<file path="src/rtl/ghk_pkg.sv">
package ghk_pkg;
  localparam int LANE_W     = 64;
  localparam int BLK_W      = 2 * LANE_W;
  localparam int NUM_POWERS = 4;
  localparam int NUM_SLOTS  = 1 + 3 * NUM_POWERS;
  localparam int SLOT_AW    = $clog2(NUM_SLOTS);
  localparam int LAST_SLOT  = NUM_SLOTS - 1;

  localparam logic [LANE_W-1:0] RED_K    = 64'hC200_0000_0000_0000;
  localparam logic [BLK_W-1:0]  KEY_FOLD = {8'hC2, {(BLK_W-16){1'b0}}, 8'h01};
  localparam logic [BLK_W-1:0]  CONST_ENTRY = {{LANE_W{1'b0}}, RED_K};

  typedef logic [BLK_W-1:0] blk_t;

  typedef enum logic [2:0] {ST_IDLE, ST_WRITE, ST_ISSUE, ST_WAIT, ST_DONE} seq_st_t;
  typedef enum logic [1:0] {ENT_LO, ENT_MID, ENT_HI} ent_kind_t;

  function automatic logic [LANE_W-1:0] lane_bswap(input logic [LANE_W-1:0] v);
    logic [LANE_W-1:0] r;
    for (int i = 0; i < LANE_W / 8; i++) r[8*i +: 8] = v[LANE_W-8-8*i +: 8];
    return r;
  endfunction

  function automatic blk_t key_to_internal(input blk_t w);
    return {lane_bswap(w[BLK_W-1:LANE_W]), lane_bswap(w[LANE_W-1:0])};
  endfunction

  // One-bit pre-scaling with polynomial fold of the carried-out bit
  function automatic blk_t prescale(input blk_t v);
    blk_t r;
    r = {v[BLK_W-2:0], 1'b0};
    if (v[BLK_W-1]) r = r ^ KEY_FOLD;
    return r;
  endfunction

  function automatic blk_t entry_of(input blk_t v, input ent_kind_t k);
    case (k)
      ENT_LO:  return {v[LANE_W-1:0], {LANE_W{1'b0}}};
      ENT_MID: return {v[LANE_W-1:0], v[BLK_W-1:LANE_W]};
      default: return {{LANE_W{1'b0}}, v[BLK_W-1:LANE_W]};
    endcase
  endfunction
endpackage

</file>
<file path="src/rtl/ghk_clmul.sv">
module ghk_clmul #(
  parameter int W    = 64,
  parameter int STEP = 1
) (
  input  logic           clk,
  input  logic           rst,
  input  logic           go,
  input  logic [W-1:0]   a,
  input  logic [W-1:0]   b,
  output logic           fin,
  output logic [2*W-1:0] res
);
  localparam int ITER  = W / STEP;
  localparam int CNT_W = $clog2(ITER + 1);

  logic [2*W-1:0] sa, acc;
  logic [W-1:0]   sb;
  logic [CNT_W-1:0] cnt;
  logic busy_q, fin_q;
  logic [2*W-1:0] part [STEP+1];

  assign part[0] = acc;
  for (genvar k = 0; k < STEP; k++) begin : g_bit
    assign part[k+1] = part[k] ^ (sb[k] ? (sa << k) : '0);
  end

  always_ff @(posedge clk) begin
    if (rst) begin
      busy_q <= 1'b0;
      fin_q  <= 1'b0;
      cnt    <= '0;
      sa     <= '0;
      sb     <= '0;
      acc    <= '0;
    end else begin
      fin_q <= 1'b0;
      if (go && !busy_q) begin
        sa     <= {{W{1'b0}}, a};
        sb     <= b;
        acc    <= '0;
        cnt    <= '0;
        busy_q <= 1'b1;
      end else if (busy_q) begin
        acc <= part[STEP];
        sa  <= sa << STEP;
        sb  <= sb >> STEP;
        cnt <= cnt + 1'b1;
        if (cnt == CNT_W'(ITER - 1)) begin
          busy_q <= 1'b0;
          fin_q  <= 1'b1;
        end
      end
    end
  end

  assign fin = fin_q;
  assign res = acc;
endmodule

</file>
<file path="src/rtl/ghk_table.sv">
module ghk_table #(
  parameter int DW = 128,
  parameter int AW = 4
) (
  input  logic          clk,
  input  logic          we,
  input  logic [AW-1:0] waddr,
  input  logic [DW-1:0] wdata,
  input  logic [AW-1:0] raddr,
  output logic [DW-1:0] rdata
);
  localparam int DEPTH = 1 << AW;

  logic [DW-1:0] mem [DEPTH];

  always_ff @(posedge clk) begin
    if (we) mem[waddr] <= wdata;
    rdata <= mem[raddr];
  end
endmodule

</file>
<file path="src/rtl/ghk_seq.sv">
module ghk_seq
  import ghk_pkg::*;
(
  input  logic               clk,
  input  logic               rst,
  input  logic               start,
  input  blk_t               key,
  output logic               done,
  output logic               tbl_we,
  output logic [SLOT_AW-1:0] tbl_waddr,
  output blk_t               tbl_wdata,
  output logic               mul_go,
  output logic [LANE_W-1:0]  mul_a,
  output logic [LANE_W-1:0]  mul_b,
  input  logic               mul_fin,
  input  blk_t               mul_res
);
  localparam int ACC_W   = 2 * BLK_W;
  localparam int LAST_OP = 5;

  seq_st_t st;
  blk_t h1, h2, wval, ma, mb;
  logic [ACC_W-1:0] acc, acc_next, ext;
  logic [SLOT_AW-1:0] slot;
  ent_kind_t kind;
  logic [1:0] mul_idx;
  logic [2:0] op;
  logic done_q;

  // Operand pairs: four partial products, then two folds by the constant
  always_comb begin
    ma = (mul_idx == 2'd0) ? h1 : h2;
    mb = (mul_idx == 2'd2) ? h2 : h1;
    case (op)
      3'd0: begin mul_a = ma[LANE_W-1:0];     mul_b = mb[LANE_W-1:0];     end
      3'd1: begin mul_a = ma[LANE_W-1:0];     mul_b = mb[BLK_W-1:LANE_W]; end
      3'd2: begin mul_a = ma[BLK_W-1:LANE_W]; mul_b = mb[LANE_W-1:0];     end
      3'd3: begin mul_a = ma[BLK_W-1:LANE_W]; mul_b = mb[BLK_W-1:LANE_W]; end
      default: begin mul_a = acc[LANE_W-1:0]; mul_b = RED_K;               end
    endcase
  end

  always_comb begin
    ext = {{BLK_W{1'b0}}, mul_res};
    case (op)
      3'd0:      acc_next = acc ^ ext;
      3'd1, 3'd2: acc_next = acc ^ (ext << LANE_W);
      3'd3:      acc_next = acc ^ (ext << BLK_W);
      default:   acc_next = (acc >> LANE_W)
                            ^ {{BLK_W{1'b0}}, acc[LANE_W-1:0], {LANE_W{1'b0}}}
                            ^ ext;
    endcase
  end

  assign tbl_we    = (st == ST_WRITE);
  assign tbl_waddr = slot;
  assign tbl_wdata = (slot == '0) ? CONST_ENTRY : entry_of(wval, kind);
  assign mul_go    = (st == ST_ISSUE);
  assign done      = done_q;

  always_ff @(posedge clk) begin
    if (rst) begin
      st      <= ST_IDLE;
      done_q  <= 1'b0;
      slot    <= '0;
      kind    <= ENT_LO;
      mul_idx <= '0;
      op      <= '0;
      acc     <= '0;
      h1      <= '0;
      h2      <= '0;
      wval    <= '0;
    end else begin
      case (st)
        ST_IDLE, ST_DONE: begin
          if (start) begin
            h1      <= prescale(key_to_internal(key));
            wval    <= prescale(key_to_internal(key));
            slot    <= '0;
            kind    <= ENT_LO;
            mul_idx <= '0;
            done_q  <= 1'b0;
            st      <= ST_WRITE;
          end
        end
        ST_WRITE: begin
          slot <= slot + 1'b1;
          if (slot != '0) begin
            case (kind)
              ENT_LO:  kind <= ENT_MID;
              ENT_MID: kind <= ENT_HI;
              default: kind <= ENT_LO;
            endcase
          end
          if (slot == SLOT_AW'(LAST_SLOT)) begin
            st     <= ST_DONE;
            done_q <= 1'b1;
          end else if (slot != '0 && kind == ENT_HI) begin
            st  <= ST_ISSUE;
            op  <= '0;
            acc <= '0;
          end
        end
        ST_ISSUE: st <= ST_WAIT;
        ST_WAIT: begin
          if (mul_fin) begin
            acc <= acc_next;
            if (op == 3'(LAST_OP)) begin
              wval <= acc_next[BLK_W-1:0];
              if (mul_idx == 2'd0) h2 <= acc_next[BLK_W-1:0];
              mul_idx <= mul_idx + 2'd1;
              st      <= ST_WRITE;
            end else begin
              op <= op + 3'd1;
              st <= ST_ISSUE;
            end
          end
        end
        default: st <= ST_IDLE;
      endcase
    end
  end
endmodule

</file>
<file path="src/rtl/ghk_power_table.sv">
module ghk_power_table
  import ghk_pkg::*;
#(
  parameter int CLMUL_STEP = 1
) (
  input  logic               clk,
  input  logic               rst,
  input  logic               start_i,
  input  logic [BLK_W-1:0]   key_i,
  output logic               done_o,
  input  logic [SLOT_AW-1:0] rd_addr_i,
  output logic [BLK_W-1:0]   rd_data_o
);
  logic               tbl_we;
  logic [SLOT_AW-1:0] tbl_waddr;
  blk_t               tbl_wdata;
  logic               mul_go, mul_fin;
  logic [LANE_W-1:0]  mul_a, mul_b;
  blk_t               mul_res;

  ghk_seq i_seq (
    .clk       (clk),
    .rst       (rst),
    .start     (start_i),
    .key       (key_i),
    .done      (done_o),
    .tbl_we    (tbl_we),
    .tbl_waddr (tbl_waddr),
    .tbl_wdata (tbl_wdata),
    .mul_go    (mul_go),
    .mul_a     (mul_a),
    .mul_b     (mul_b),
    .mul_fin   (mul_fin),
    .mul_res   (mul_res)
  );

  ghk_clmul #(.W(LANE_W), .STEP(CLMUL_STEP)) i_mul (
    .clk (clk),
    .rst (rst),
    .go  (mul_go),
    .a   (mul_a),
    .b   (mul_b),
    .fin (mul_fin),
    .res (mul_res)
  );

  ghk_table #(.DW(BLK_W), .AW(SLOT_AW)) i_tbl (
    .clk   (clk),
    .we    (tbl_we),
    .waddr (tbl_waddr),
    .wdata (tbl_wdata),
    .raddr (rd_addr_i),
    .rdata (rd_data_o)
  );
endmodule

</file>
<file path="config.mk">
export PLATFORM = sky130hd
export DESIGN_NAME = ghk_power_table
export DESIGN_NICKNAME = d
export VERILOG_FILES = /design/src/rtl/ghk_pkg.sv /design/src/rtl/ghk_clmul.sv /design/src/rtl/ghk_table.sv /design/src/rtl/ghk_seq.sv /design/src/rtl/ghk_power_table.sv
export SDC_FILE = /design/constraint.sdc
export NUM_CORES = 2
export LEC_CHECK = 0
export CAP_MARGIN = 15
export CORE_UTILIZATION = 47
export DETAILED_ROUTE_END_ITERATION = 12
export PLACE_DENSITY = 0.65
export SETUP_SLACK_MARGIN = 0.3
export SLEW_MARGIN = 10
export SYNTH_ARGS = -nofsm -noshare
export SYNTH_HDL_FRONTEND = slang
export SYNTH_SLANG_ARGS = --single-unit
export TNS_END_PERCENT = 100
</file>
<file path="constraint.sdc">
create_clock -name clk -period 10.5 [get_ports clk]
set_input_delay 1.575 -clock clk [delete_from_list [all_inputs] [get_ports clk]]
set_output_delay 1.575 -clock clk [all_outputs]
set_load 0.01 [all_outputs]
</file>
-- Yosys cells after proc, flatten, opt, wreduce, memory -nomap -nowiden
Memories as Yosys holds them, arrays and structs flattened. A register that Yosys moved wholly into a read port is not among the register bits.
Cells that the tools add are included.
- output and inout port bits: 129
- word-level logic and storage cells: 132
- memories kept: 1
- input bits: 135
- latch bits: 0
- register bits: 984
- RAM bits: 2048
- ROM bits: 0
- memory list (memory ; depth ; bits a word ; read ports ; clocked after memory_dff ; wr ports ; line ; RTL):
    i_tbl.mem ; 16 ; 128 ; 1 ; 1 ; 1 ; ghk_table.sv:14 ; logic [DW-1:0] mem [DEPTH];
- shift-type cells: 0
- $lt $le $gt $ge: 0
- mux-type cells: 50
- divide/modulo/power cells: 0
- $add $sub $neg: 4
- eq/ne operators: 22
- $mul: 0
- reduce and logical (&&, ||, !) cells: 30
- bitwise logic cells: 8
- operators by type and width (operator ; count):
    128-bit 2-to-1 mux ; 8
    256-bit 2-to-1 mux ; 3
    256-bit one-hot mux with 3 select lines ; 1
    128-bit one-hot mux with 2 select lines ; 2
    256-bit one-hot mux with 2 select lines ; 1
    256-bit by 128-bit bitwise XOR with 256-bit output ; 2
    64-bit 2-to-1 mux ; 4
    64-bit one-hot mux with 2 select lines ; 2
    256-bit by 192-bit bitwise XOR with 256-bit output ; 1
    256-bit bitwise XOR ; 1
    192-bit by 128-bit bitwise XOR with 192-bit output ; 1
    128-bit bitwise XOR ; 1
    3-bit 2-to-1 mux ; 8
    2-bit OR reduction ; 7
    3-bit by 2-bit equality test with 1-bit output, second input constant ; 4
    2-bit inequality test, second input constant ; 6
    2-bit one-hot mux with 2 select lines ; 3
    3-bit one-hot mux with 4 select lines ; 1
    4-bit AND reduction ; 3
    2-bit 2-to-1 mux ; 5
    3-bit AND reduction ; 3
    1-bit 2-to-1 mux ; 8
    4-bit one-hot mux with 2 select lines ; 1
    2-bit nonzero test ; 4
    26 further kinds ; 34

-- Logic depth before layout (Yosys ltp)
- depth in word-level cells: 6
- mapped depth: 12
- gate-level depth less buffers: 7

-- Modules after synthesis
From an unflattened synthesis, not the netlist that was laid out.
- cells, all modules: 9493
- area, all modules: 130905.5 um^2
- modules (own cells, without submodules) (module ; cells each ; times used ; area an instance (um^2)):
    ghk_table ; 3365 ; 1 ; 79331.1
    ghk_seq ; 4508 ; 1 ; 37101.8
    ghk_clmul ; 1620 ; 1 ; 14472.6

-- Least setup slack after synthesis
OpenSTA, ideal clock, no wires.
- path type: reg2reg
- from: register i_seq.st[1]
- to: memory i_tbl.mem[3][0] (enable)
- arrival: 9.791 ns
- buffers on the path: 2
- slack: -0.062 ns
- stages on the path, launching flop included: 6
- setup time: 0.772 ns
- cell sequence: dfxtp_1 -> buf_2 -> nor3b_1 -> clkbuf_1 -> nand2_1 -> nor3_1
- word-level cells in the longest chain between the ends: 3
- ends and longest elaborated chain (item ; line ; RTL):
    from (decl) ; ghk_seq.sv:21 ; seq_st_t st;
    from (signal assigned) ; ghk_seq.sv:63 ; st <= ST_IDLE;
    from (signal assigned) ; ghk_seq.sv:83 ; st <= ST_WRITE;
    from (signal assigned) ; ghk_seq.sv:96 ; st <= ST_DONE;
    3-bit by 1-bit equality test with 1-bit output ; ghk_seq.sv:55 ; assign tbl_we = (st == ST_WRITE);
    1-bit 2-to-1 mux ; ghk_table.sv:17 ; if (we) mem[waddr] <= wdata;
    1-bit 2-to-1 mux (not written as such) ; ghk_table.sv:17 ;
    to (decl) ; ghk_table.sv:14 ;
No other way between the ends.

-- Final worst setup path
- from: register i_seq.op[2]
- to: register i_seq.wval[89]
- word-level cells in the longest chain between the ends: 6
- elaborated cells between the ends (all ways): 12
- ends and longest elaborated chain (item ; line ; RTL):
    from (decl) ; ghk_seq.sv:27 ; logic [2:0] op;
    from (signal assigned) ; ghk_seq.sv:114 ; op <= op + 3'd1;
    3-bit by 1-bit equality test with 1-bit output or 3-bit by 2-bit equality test with 1-bit output (tied branches) ; ghk_seq.sv:45 ; case (op)
    2-bit OR reduction ; ghk_seq.sv:45 ;
    256-bit one-hot mux with 3 select lines ; ghk_seq.sv:45 ;
    128-bit 2-to-1 mux ; ghk_seq.sv:108 ; if (op == 3'(LAST_OP)) begin
    128-bit 2-to-1 mux ; ghk_seq.sv:106 ; if (mul_fin) begin
    128-bit one-hot mux with 2 select lines ; ghk_seq.sv:74 ; case (st)
    to (signal assigned) ; ghk_seq.sv:78 ; wval <= prescale(key_to_internal(key));
    to (signal assigned) ; ghk_seq.sv:109 ; wval <= acc_next[BLK_W-1:0];
    to (decl) ; ghk_seq.sv:22 ; blk_t h1, h2, wval, ma, mb;
Parallel ways exist; a longest one is shown, timed or not. The select of a mux whose other input is x is not followed.
A chain may end at the register's enable or synchronous reset.

==> results by group <==
Run status
  • Status: complete, no violations

Flow run
  • Maxcap violations: 0

Placement
  • Post-DP Area: 134400 sq um
  • Placement Setup Slack: 5.481 ns
  • Routability cong.: 0.8505
  • IO Port Bufs: 263
  • Final HPWL from detailed placement: 212200 um
  • Placed Cells: 12330

Worst setup path
  • CP Class: flip-flop to flip-flop
  • Startpoint Class: flip-flop
  • Worst Path Arrival: 5.19 ns
  • CP Capture Type: flip-flop
  • Required time of the worst setup path: 11.19 ns
  • R2R Setup Slk: 6.00 ns
  • Max incr delay on CP: 1.12 ns
  • Crit-path max FO: 58
  • Slowest CP cell: o21ai_0
  • Crit-path cells: buf_4 -> o21ba_4 -> buf_4 -> a222oi_1 -> o21ai_0 -> o21ai_0 -> a21oi_1

Clock tree
  • Setup bufs post-CTS: 0
  • Root Buffer: clkbuf_16
  • Clk sinks: 3160
  • CTS Buf Count: 323
  • CTS resizes: 0
  • Htree depth: 5
  • TritonCTS clock tree: done
  • Worst-skew pair later-pin latency: 0.90 ns
  • CTS clk-pin slew, worst paths: 0.07 ns
  • Max clock buf depth: 4
  • Post-CTS Hold Fix Bufs: 0

Synth
  • Post-Synthesis Cell Area: 129000 sq um
  • Post-synth EDFFs: 2048
  • Yosys Warn Count: 0
  • Syn Area/Cell: 14.05 sq um
  • FFs w/ async S/R, synth: 0%
  • Synth Register Bits: 3160
  • Cells after Synth: 9184
  • Top_reg_cell synth: edfxtp_1
  • Synth unique cells: 62
  • Register area share after synthesis: 64.91%
  • Syn Nets: 9331

Routing
  • ANT nets after route: 0
  • Vias per Instance: 6.322
  • # DRC: 0
  • Initial DRC Count: 9883
  • WL/cell: 29.00 um
  • Drt total wl: 375000 um
  • Via count: 81740
  • First drt pass iteration count: 8

Die
  • DIE AREA: 276700 sq um
  • Die span in x: 526.0 um
  • Number of core rows: 192
  • Chip Height: 526.0 um
  • I/O pin cnt: 264
  • Std-Cell Core Area: 273400 sq um
  • Initial core utilization: 47.20%

Final layout
  • Total Nets Final: 9212
  • Fillers: 22050
  • Design area: 145100 sq um
  • Area Growth Syn to Fin: 12.47%
  • Layout cells sized above 1: 14.32%
  • Final Non-Filler Cells: 12930

STA
  • Final worst setup slack: 6.001 ns
  • Final hold viol count: 0
  • Fmax: 222.3 MHz
  • Final setup viols: 0
  • Worst slew pin tran: 1.320 ns
  • Unrepaired setup endpoints after global routing: no
  • Clock Skews: 0.03180 ns
  • Worst rel slew slack: 11.08%
  • Tcrit/Tclk final: 42.84%
  • Slew Viols, Final: 0
  • Final TNS setup: 0 ns
  • Fin crit period: 4.499 ns

Global routing
  • First-pass GRT wire length: 546100 um
  • Vias in the first global route: 78860
  • All-Layer GR Usage: 26.61%
  • Largest net degree at the start of global routing: 199
  • GR Overflow Total: 0
  • Initial antenna violation count: 38

Power and ir drop
  • Pwr dens: 203.2 nW/um^2
  • Leakage: 47.32 nW
  • Overall Power: 29.50 mW
  • Worst VDD drop: 0.1808 mV

Hold path
  • Hold/Removal Path Class: flip-flop to flip-flop
[critical path, delay by kind of cell (launching register included)]
kind	cells	cell delay [ns]
flip-flops	1	0.56
buffers and inverters	2	1.24
AO/OA/AOI/OAI	5	2.38
[logic make-up after synthesis]
group	Yosys count	share of synthesized area [%]
buffers and inverters	854	2.672
AO/OA/AOI/OAI	1684	8.872
adder cells (fa/ha/maj)	12	0.1163
XOR/XNOR	454	3.081
multiplexers	772	12.31
AND/OR/NAND/NOR	2248	8.041
flip-flops	3160	64.91
[cells in the final DEF, fill, tap and decap left out, types with 124 or more instances in the layout]
| cell type | n |
|---|---|
| edfxtp_1 | 2048 |
| dfxtp_1 | 1109 |
| nor2_1 | 851 |
| nand2_1 | 709 |
| mux4_2 | 652 |
| a21oi_1 | 504 |
| xor2_1 | 384 |
| clkbuf_16 | 332 |
| o21ai_0 | 266 |
| clkdlybuf4s50_1 | 258 |
| a211oi_1 | 186 |
| a22oi_1 | 128 |
| a222oi_1 | 126 |
| a221oi_1 | 124 |
[flip-flops by register name (all words and copies together), names as in the netlist, 4 cells and up]
signal           count
i_mul.cnt            7
i_mul.res          128
i_mul.sa           128
i_mul.sb            64
i_seq.acc          256
i_seq.h1           128
i_seq.h2           128
i_seq.tbl_waddr      4
i_seq.wval         128
i_tbl.mem         2048
i_tbl.rdata        128
[path summary, 6_finish.rpt]
kind	startpoint	end	cells past startpoint
max	i_seq.op[2]	i_seq.wval[89]	7
min reg2reg	i_seq.wval[121]	i_seq.wval[121]	2
min	i_seq.wval[121]	i_seq.wval[121]	2
max reg2reg	i_seq.op[2]	i_seq.wval[89]	7
[metal layers]
layer | GRT usage [%] | share of wire [%] | up-vias
li1 | - | - | 34770
met1 | 36.43 | 40 | 42010
met2 | 41.73 | 47 | 4188
met3 | 4.916 | 9.0 | 749
met4 | 11.27 | 4.5 | 30
met5 | 0 | 0.051 | -
[stage by stage]
| step | hold WS (ns) | utilization (%) |
|---|---|---|
| after floorplan | 0.4249 | - |
| after global placement | 0.4425 | 49.16 |
| after detailed placement | 0.4460 | 49.16 |
| after CTS | 0.4543 | 53.08 |
| after global routing | 0.4686 | 53.08 |
| final | 0.4559 | 53.09 |
[Yosys cell counts (64+ instances only)]
cell type	n	area share, %
a222oi_1	126	0.98
nand2_1	714	2.1
a31oi_1	68	0.33
xor2_1	384	2.6
nor3_1	74	0.29
and3_1	64	0.31
o21ai_0	269	1.0
dfxtp_1	1112	17
a221oi_1	124	0.84
mux4_2	652	11
nor2_1	866	2.5
nand3b_1	65	0.38
a22oi_1	128	0.74
or3_1	67	0.32
a21oi_1	504	2.0
clkbuf_1	660	1.9
buf_2	107	0.41
edfxtp_1	2048	48
a2bb2oi_1	64	0.43
o2bb2ai_1	66	0.45
nor4_1	64	0.31
and4_1	64	0.43
xnor2_1	70	0.48
a211oi_1	186	1.1
nand2b_1	67	0.32
mux2i_1	120	0.93
[cell type report]
cell class,count,area (sq um),area share (%)
clock buffers,443,9119,6.283
clock inverters,146,1592,1.097
inverters,16,71.32,0.04914
flip-flops and latches,3160,83770,57.72
well taps,3589,4491,3.094
diodes,11,27.53,0.01897
multi-input cells,5170,42150,29.04
repair buffers,394,3916,2.698
[where the power goes]
part	internal, mW	switching, mW	leakage (nW)
combinational	1.11	2.14	14.6
sequential	14.0	0.613	27.4
clock	6.76	4.89	5.25
Power figures use the tool's default switching activity.
